**src/rtl/irq_halt_pkg.sv**
```systemverilog
package irq_halt_pkg;
  typedef enum logic [1:0] {ST_BOOT, ST_RUN, ST_HALT, ST_WAIT} seq_st_e;

  localparam int unsigned NUM_SRC = 3;
  // slot index is priority: lower wins
  localparam int unsigned SRC_NMI = 0;
  localparam int unsigned SRC_SWI = 1;
  localparam int unsigned SRC_IRQ = 2;

  localparam logic [15:0] VEC_RST = 16'hFFFE;
  localparam logic [15:0] VEC_NMI = 16'hFFFC;
  localparam logic [15:0] VEC_SWI = 16'hFFFA;
  localparam logic [15:0] VEC_IRQ = 16'hFFF8;
endpackage

```
**src/rtl/ihs_req_latch.sv**
```systemverilog
module ihs_req_latch (
  input  logic clk_i,
  input  logic rst_ni,
  input  logic e_i,
  input  logic irq_ni,
  input  logic nmi_ni,
  input  logic nmi_clr_i,
  output logic nmi_pend_o,
  output logic irq_lvl_o
);
  logic nmi_q;
  logic nmi_fall;

  assign nmi_fall = e_i & nmi_q & ~nmi_ni;

  always_ff @(posedge clk_i or negedge rst_ni) begin
    if (!rst_ni) begin
      nmi_q      <= 1'b1;
      irq_lvl_o  <= 1'b0;
      nmi_pend_o <= 1'b0;
    end else begin
      if (e_i) begin
        nmi_q     <= nmi_ni;
        irq_lvl_o <= ~irq_ni;
      end
      // a new edge in the clearing cycle is kept
      nmi_pend_o <= nmi_fall | (nmi_pend_o & ~nmi_clr_i);
    end
  end

  p_nmi_gated_by_e_r4: assert property (@(posedge clk_i) disable iff (!rst_ni)
    (!nmi_pend_o && !e_i) |=> !nmi_pend_o);
endmodule

```
**src/rtl/ihs_prio_arb.sv**
```systemverilog
module ihs_prio_arb #(
  parameter int unsigned NREQ = 3,
  parameter int unsigned AW   = 16
) (
  input  logic [NREQ-1:0]         req_i,
  input  logic [NREQ-1:0][AW-1:0] vec_tab_i,
  output logic                    any_o,
  output logic                    head_gnt_o,
  output logic [AW-1:0]           vec_o
);
  logic [NREQ:0]   blocked;
  logic [NREQ-1:0] gnt;

  assign blocked[0] = 1'b0;
  for (genvar k = 0; k < NREQ; k++) begin : g_chain
    assign gnt[k]       = req_i[k] & ~blocked[k];
    assign blocked[k+1] = blocked[k] | req_i[k];
  end

  assign any_o      = blocked[NREQ];
  assign head_gnt_o = gnt[0];

  always_comb begin
    vec_o = '0;
    for (int k = 0; k < NREQ; k++) begin
      if (gnt[k]) vec_o = vec_o | vec_tab_i[k];
    end
  end
endmodule

```
**src/rtl/ihs_seq_fsm.sv**
```systemverilog
module ihs_seq_fsm
  import irq_halt_pkg::*;
#(
  parameter int unsigned   AW      = 16,
  parameter logic [AW-1:0] RST_VEC = VEC_RST
) (
  input  logic          clk_i,
  input  logic          rst_ni,
  input  logic          instr_end_i,
  input  logic          wai_i,
  input  logic          halt_ni,
  input  logic          any_req_i,
  input  logic          head_gnt_i,
  input  logic [AW-1:0] vec_i,
  output logic          nmi_clr_o,
  output logic          svc_req_o,
  output logic [AW-1:0] svc_vec_o,
  output logic          push_start_o,
  output logic          set_imask_o,
  output logic          ba_o,
  output logic          vma_ovr_o,
  output logic          rw_ovr_o
);
  seq_st_e       st_q, st_n;
  logic          take, take_src, push;
  logic [AW-1:0] vec_n;
  logic          park_n;

  always_comb begin
    st_n     = st_q;
    take     = 1'b0;
    take_src = 1'b0;
    push     = 1'b0;
    vec_n    = vec_i;
    unique case (st_q)
      ST_BOOT: begin
        take  = 1'b1;
        vec_n = RST_VEC;
        st_n  = ST_RUN;
      end
      ST_RUN: begin
        if (instr_end_i) begin
          if (!halt_ni) begin
            st_n = ST_HALT;
          end else if (any_req_i) begin
            take_src = 1'b1;
            push     = 1'b1;
          end else if (wai_i) begin
            st_n = ST_WAIT;
          end
        end
      end
      ST_HALT: begin
        if (halt_ni) begin
          st_n = ST_RUN;
          if (any_req_i) begin
            take_src = 1'b1;
            push     = 1'b1;
          end
        end
      end
      ST_WAIT: begin
        // state already saved by the wait instruction
        if (any_req_i) begin
          take_src = 1'b1;
          st_n     = ST_RUN;
        end
      end
      default: st_n = ST_BOOT;
    endcase
    if (take_src) take = 1'b1;
  end

  assign nmi_clr_o = take_src & head_gnt_i;
  assign park_n    = (st_n == ST_HALT) || (st_n == ST_WAIT);

  always_ff @(posedge clk_i or negedge rst_ni) begin
    if (!rst_ni) begin
      st_q         <= ST_BOOT;
      svc_req_o    <= 1'b0;
      set_imask_o  <= 1'b0;
      push_start_o <= 1'b0;
      svc_vec_o    <= '0;
      ba_o         <= 1'b0;
      vma_ovr_o    <= 1'b0;
      rw_ovr_o     <= 1'b0;
    end else begin
      st_q         <= st_n;
      svc_req_o    <= take;
      set_imask_o  <= take;
      push_start_o <= push;
      if (take) svc_vec_o <= vec_n;
      ba_o         <= park_n;
      vma_ovr_o    <= park_n;
      rw_ovr_o     <= park_n;
    end
  end

  p_boot_vector_r1: assert property (@(posedge clk_i) disable iff (!rst_ni)
    (st_q == ST_BOOT) |=> (svc_req_o && svc_vec_o == RST_VEC && !push_start_o));

  p_svc_at_boundary_r6: assert property (@(posedge clk_i) disable iff (!rst_ni)
    (st_q == ST_RUN && !instr_end_i) |=> !svc_req_o);

  p_park_overrides_r7: assert property (@(posedge clk_i) disable iff (!rst_ni)
    ba_o |-> (vma_ovr_o && rw_ovr_o));

  p_wake_no_push_r9: assert property (@(posedge clk_i) disable iff (!rst_ni)
    (st_q == ST_WAIT) |=> !push_start_o);
endmodule

```
**src/rtl/irq_halt_seq.sv**
```systemverilog
module irq_halt_seq
  import irq_halt_pkg::*;
#(
  parameter int unsigned   AW      = 16,
  parameter logic [AW-1:0] RST_VEC = VEC_RST,
  parameter logic [AW-1:0] NMI_VEC = VEC_NMI,
  parameter logic [AW-1:0] SWI_VEC = VEC_SWI,
  parameter logic [AW-1:0] IRQ_VEC = VEC_IRQ
) (
  input  logic          clk_i,
  input  logic          rst_ni,
  input  logic          e_i,
  input  logic          irq_ni,
  input  logic          nmi_ni,
  input  logic          halt_ni,
  input  logic          imask_i,
  input  logic          instr_end_i,
  input  logic          wai_i,
  input  logic          swi_i,
  output logic          svc_req_o,
  output logic [AW-1:0] svc_vec_o,
  output logic          push_start_o,
  output logic          set_imask_o,
  output logic          ba_o,
  output logic          vma_ovr_o,
  output logic          rw_ovr_o
);
  logic nmi_pend, irq_lvl, nmi_clr;
  logic any_req, head_gnt;
  logic [NUM_SRC-1:0]         req;
  logic [NUM_SRC-1:0][AW-1:0] vec_tab;
  logic [AW-1:0]              vec_sel;

  ihs_req_latch u_latch (
    .clk_i      (clk_i),
    .rst_ni     (rst_ni),
    .e_i        (e_i),
    .irq_ni     (irq_ni),
    .nmi_ni     (nmi_ni),
    .nmi_clr_i  (nmi_clr),
    .nmi_pend_o (nmi_pend),
    .irq_lvl_o  (irq_lvl)
  );

  always_comb begin
    req          = '0;
    req[SRC_NMI] = nmi_pend;
    req[SRC_SWI] = swi_i & instr_end_i;
    req[SRC_IRQ] = irq_lvl & ~imask_i;
    vec_tab          = '0;
    vec_tab[SRC_NMI] = NMI_VEC;
    vec_tab[SRC_SWI] = SWI_VEC;
    vec_tab[SRC_IRQ] = IRQ_VEC;
  end

  ihs_prio_arb #(.NREQ(NUM_SRC), .AW(AW)) u_arb (
    .req_i      (req),
    .vec_tab_i  (vec_tab),
    .any_o      (any_req),
    .head_gnt_o (head_gnt),
    .vec_o      (vec_sel)
  );

  ihs_seq_fsm #(.AW(AW), .RST_VEC(RST_VEC)) u_fsm (
    .clk_i        (clk_i),
    .rst_ni       (rst_ni),
    .instr_end_i  (instr_end_i),
    .wai_i        (wai_i),
    .halt_ni      (halt_ni),
    .any_req_i    (any_req),
    .head_gnt_i   (head_gnt),
    .vec_i        (vec_sel),
    .nmi_clr_o    (nmi_clr),
    .svc_req_o    (svc_req_o),
    .svc_vec_o    (svc_vec_o),
    .push_start_o (push_start_o),
    .set_imask_o  (set_imask_o),
    .ba_o         (ba_o),
    .vma_ovr_o    (vma_ovr_o),
    .rw_ovr_o     (rw_ovr_o)
  );

  p_irq_unmasked_r3: assert property (@(posedge clk_i) disable iff (!rst_ni)
    (svc_req_o && svc_vec_o == IRQ_VEC) |-> !$past(imask_i));
endmodule

```
**config.mk**
```make
export PLATFORM = sky130hd
export DESIGN_NAME = irq_halt_seq
export DESIGN_NICKNAME = d
export VERILOG_FILES = /design/src/rtl/irq_halt_pkg.sv /design/src/rtl/ihs_req_latch.sv /design/src/rtl/ihs_prio_arb.sv /design/src/rtl/ihs_seq_fsm.sv /design/src/rtl/irq_halt_seq.sv
export SDC_FILE = /design/constraint.sdc
export NUM_CORES = 1
export LEC_CHECK = 0
export BUFFER_PORTS_ARGS = -buffer_cell sky130_fd_sc_hd__buf_2
export CAP_MARGIN = 20
export CORE_UTILIZATION = 37
export DETAILED_ROUTE_END_ITERATION = 6
export GPL_ROUTABILITY_DRIVEN = 0
export PLACE_DENSITY = 0.68
export SLEW_MARGIN = 30
export SYNTH_ARGS = -nofsm -noshare
export SYNTH_HDL_FRONTEND = slang
export SYNTH_SLANG_ARGS = --single-unit
```
**constraint.sdc**
```tcl
create_clock -name clk_i -period 1.55 [get_ports clk_i]
set_input_delay 0.155 -clock clk_i [delete_from_list [all_inputs] [get_ports clk_i]]
set_output_delay 0.155 -clock clk_i [all_outputs]
set_load 0.005 [all_outputs]
```
==> summary.md <==
| Metric | Value |
|---|---|
| Min Clock Period, post-route | ~1.6 ns |
| # DRC | 0 |
| Final-report setup violation count | 1 |
| WS Path Type | flip-flop to flip-flop |
| FF-to-FF End | u_fsm.svc_vec_o[14] |
| Boundary pin count | 32 |
| RSZ-0062 raised after global routing | true |
| Initial Util | between 40% and 50% |
| Worst EP arrival | 1.69 ns |
| Initial DRC Count | 9 |
| Antenna-violating nets left | 0 |
| Die height | around 46 um |
| Register-to-Register Setup Slack | -0.002 ns |
| Via density | approximately 4.4 |
| CTS buffer count | 3 |
| Fin area | between 900 and 1000 um^2 |
| Cell Pwr Density | between 1000 and 1500 nW/um^2 |
| Hold Path End | u_latch.nmi_pend_o |
| Area of the die | ~2100 um^2 |
| Synth area leaders | dfrtp_1, buf_4, ha_1, a221oi_4, dfstp_2 |
| Data required time of the worst path | between 1.5 and 2 ns |
| Final Cycle Share | 100% |
| Maximum fanout along the worst path | 4 |
| First-pass GRT wire length | 2160 um |
| Post-synth EDFFs | 0 |
| Clock root buffer | clkbuf_4 |
| Reg-to-Reg Start | u_fsm.st_q[1] |
| Outcome | finished, violations left |
| Sequential element share of the synthesized area | a little under two fifths |
| FF+latch area | between 200 and 300 um^2 |
| Total wire length | 1300 um |
| Area of the multi-input gates | 325 um^2 |
| CP Cell Sequence | inv_4 -> ha_4 -> a211oi_2 -> nor3_2 -> nand2b_1 -> or3b_1 |
| Failing checks | setup timing |
| HP Start | nmi_ni |
| NetSw | 0.418 mW |
| Clock Power Share | roughly 16% |
| FFs w/ async S/R, synth | between 90% and 100% |
| Util after Layout | 52.9% |
| Total power | 1.20 mW |
| Number of stages on the worst hold path | 2 |
| Gr busiest metal | met2 |
| Worst-path clk slew | approximately 0.07 ns |
| Place WS | -0.0864 ns |
| Worst path slowest cell | dfrtp_2 |
| FP Rows | 15 |
| Crit end category | flip-flop |
| Yosys warns | 0 |
| Via count | between 500 and 600 |
| Cell Area, Synth | 723 um^2 |
| Clock Skews | 0.00985 ns |
| Crit path launch type | flip-flop |
| Post-DP Area | between 800 and 900 um^2 |
| Seq pwr share | between 30% and 40% |
| GRT met1 Usage | between 10% and 20% |
| Sw Share | 34.9% |
| Grt ovf | 0 |
| Cell variety after synth | 30 |
| Port bufs | 30 |
| Worst Hold Class | primary input to flip-flop |
| Max Slew Vio Count | 0 |
| Vias in the first global route | 510 |
| Layout cell share with drive strength beyond 1 | 61.2% |
| Leak | roughly 0.44 nW |
| Max IR drop VDD | roughly 870 uV |
| Comb pwr share | 46.7% |
| Synth Register Bits | 11 |
| Share of the synthesized area in the top cell type | about 35% |
| H-tree levels | 1 |
| Post-synthesis cell type with the largest combined area | dfrtp_1 |
| Setup WS post-layout | -0.00184 ns |
| Die W | between 40 and 50 um |
| Clk sinks | 11 |
| Max-cap violations | 0 |
| Total GRT Usage | about 15% |
| # diodes | 0 |
| Met3 Resource Use GR | under 10% |
| Met2 Use GR | approximately a quarter |
| Worst-skew pair later-pin latency | 0.27 ns |
| Cells on worst reg2reg path | 6 |
| Filler cells | 157 |
| CTS tree | done |
| Largest net degree at the start of global routing | 15 |
| Int Pwr | ~0.78 mW |
| Core Region | between 1500 and 2000 um^2 |
| DRT Pass-1 Iters | 3 |
| Synth Flop Type | dfrtp_1 |
| Max stage delay on crit path | ~0.44 ns |
| Number of antenna violations at the first check in global routing | 0 |
| Final Net Count | 114 |
| Top achievable clock speed | between 0.6 and 0.7 GHz |
| Post-Syn Area per Cell | roughly 11 um^2 |
| P&R area growth vs syn | 30.4% |
| DR WL/cell | between 10 and 15 um |
| CTS Buffer Depth | 2 |
| Synth Net Count | between 80 and 90 |
| List of most frequent post-synthesis cells | buf_4, dfrtp_1, inv_1, ha_1 |
| Top-count cell post-synth | buf_4 |
| Fin. Hold Viols | 0 |
| Mapped Cells | 68 |
| Final HPWL DP | between 900 and 1000 um |
## through the flow
step	hold slack, ns	cells	setup TNS (ns)
6_report	0.0610	123	-0.00184
5_1_grt	0.0599	123	-0.205
4_1_cts	0.0463	123	-0.0414
3_5_place_dp	0.0408	114	-0.203
3_3_place_gp	0.0374	114	-0.0623
2_1_floorplan	-0.141	68	-0.00198
## worst max-delay path by stage
stage	start	end	slack, ns
3_3_place_gp	u_fsm.st_q[1]	u_fsm.ba_o	-0.02
2_1_floorplan	u_fsm.st_q[1]	u_fsm.svc_vec_o[1]	-0.002
6_report	u_fsm.st_q[1]	u_fsm.svc_vec_o[14]	-0.002
4_1_cts	u_fsm.st_q[0]	u_fsm.svc_vec_o[2]	-0.02
3_5_place_dp	u_fsm.st_q[1]	u_fsm.svc_vec_o[2]	-0.09
5_1_grt	u_fsm.st_q[1]	u_fsm.svc_vec_o[14]	-0.07
## layout make-up
type	count	area share, %
clock buffer	4	2.79
inverter	7	3.32
multi-input combinational	33	34.5
sequential	11	29.6
tap	25	3.32
timing repair buffer	43	26.5
## cells in the final DEF, fill, tap and decap left out, types with 2 or more instances in the layout
cell type,synthesis,final
buf_2,0,30
inv_4,0,2
buf_4,16,12
inv_1,7,5
dfrtp_1,10,8
ha_4,0,2
clkbuf_4,0,3
a221o_1,2,2
o21ai_0,2,2
ha_2,0,2
dfrtp_2,0,2
## power groups by stage
| stage | logic, mW | registers [mW] | clock network (mW) |
|---|---|---|---|
| after detailed placement | 0.522 | 0.441 | 0 |
| after floorplan | 0.325 | 0.440 | 0 |
| after global placement | 0.516 | 0.442 | 0 |
| after global routing | 0.634 | 0.456 | 0.217 |
| final | 0.559 | 0.444 | 0.194 |
| after CTS | 0.554 | 0.440 | 0.209 |
## cell families (layout without fill, tap and decap cells)
family          count (synthesis)  after routing  synth area share, %
fa+ha+maj                       5              5                 8.65
compound gates                 16             16                 19.4
simple gates                    9              9                 8.48
other cells                     1              1                0.519
buf+inv                        24             54                 21.8
flops                          11             11                 38.2
mux                             2              2                 2.94
## metal layers
layer | share of wire, % | vias to the layer above
li1 | - | 284
met1 | 50 | 235
met2 | 45 | 24
met3 | 4.8 | 0
met4 | 0 | 0
met5 | 0 | -
## flip-flops by register name (all words and copies together) (netlist names)
register and cells:
u_fsm.ba_o 1, u_fsm.push_start_o 1, u_fsm.st_q 2, u_fsm.svc_req_o 1, u_fsm.svc_vec_o 3, u_latch.irq_lvl_o 1
u_latch.nmi_pend_o 1, u_latch.nmi_q 1
## critical path: cells and delay by family, from the launching register on
kind                       cells  cell delay, ns
and+or+nand+nor                3            0.53
adders and majority gates      1            0.16
DFF                            1            0.44
AOI/OAI and AO/OA              1            0.23
buffers and inverters          1            0.06
## what timing repair did
action | in CTS | in global routing
buffers inserted | 4 | 0
pin swaps | 1 | 3
endpoints found under the hold margin | 11 | 0
endpoints found under the setup margin | 4 | 5
gates resized for setup | 4 | 3
hold buffers | 1 | 0
Power figures use the tool's default switching activity.
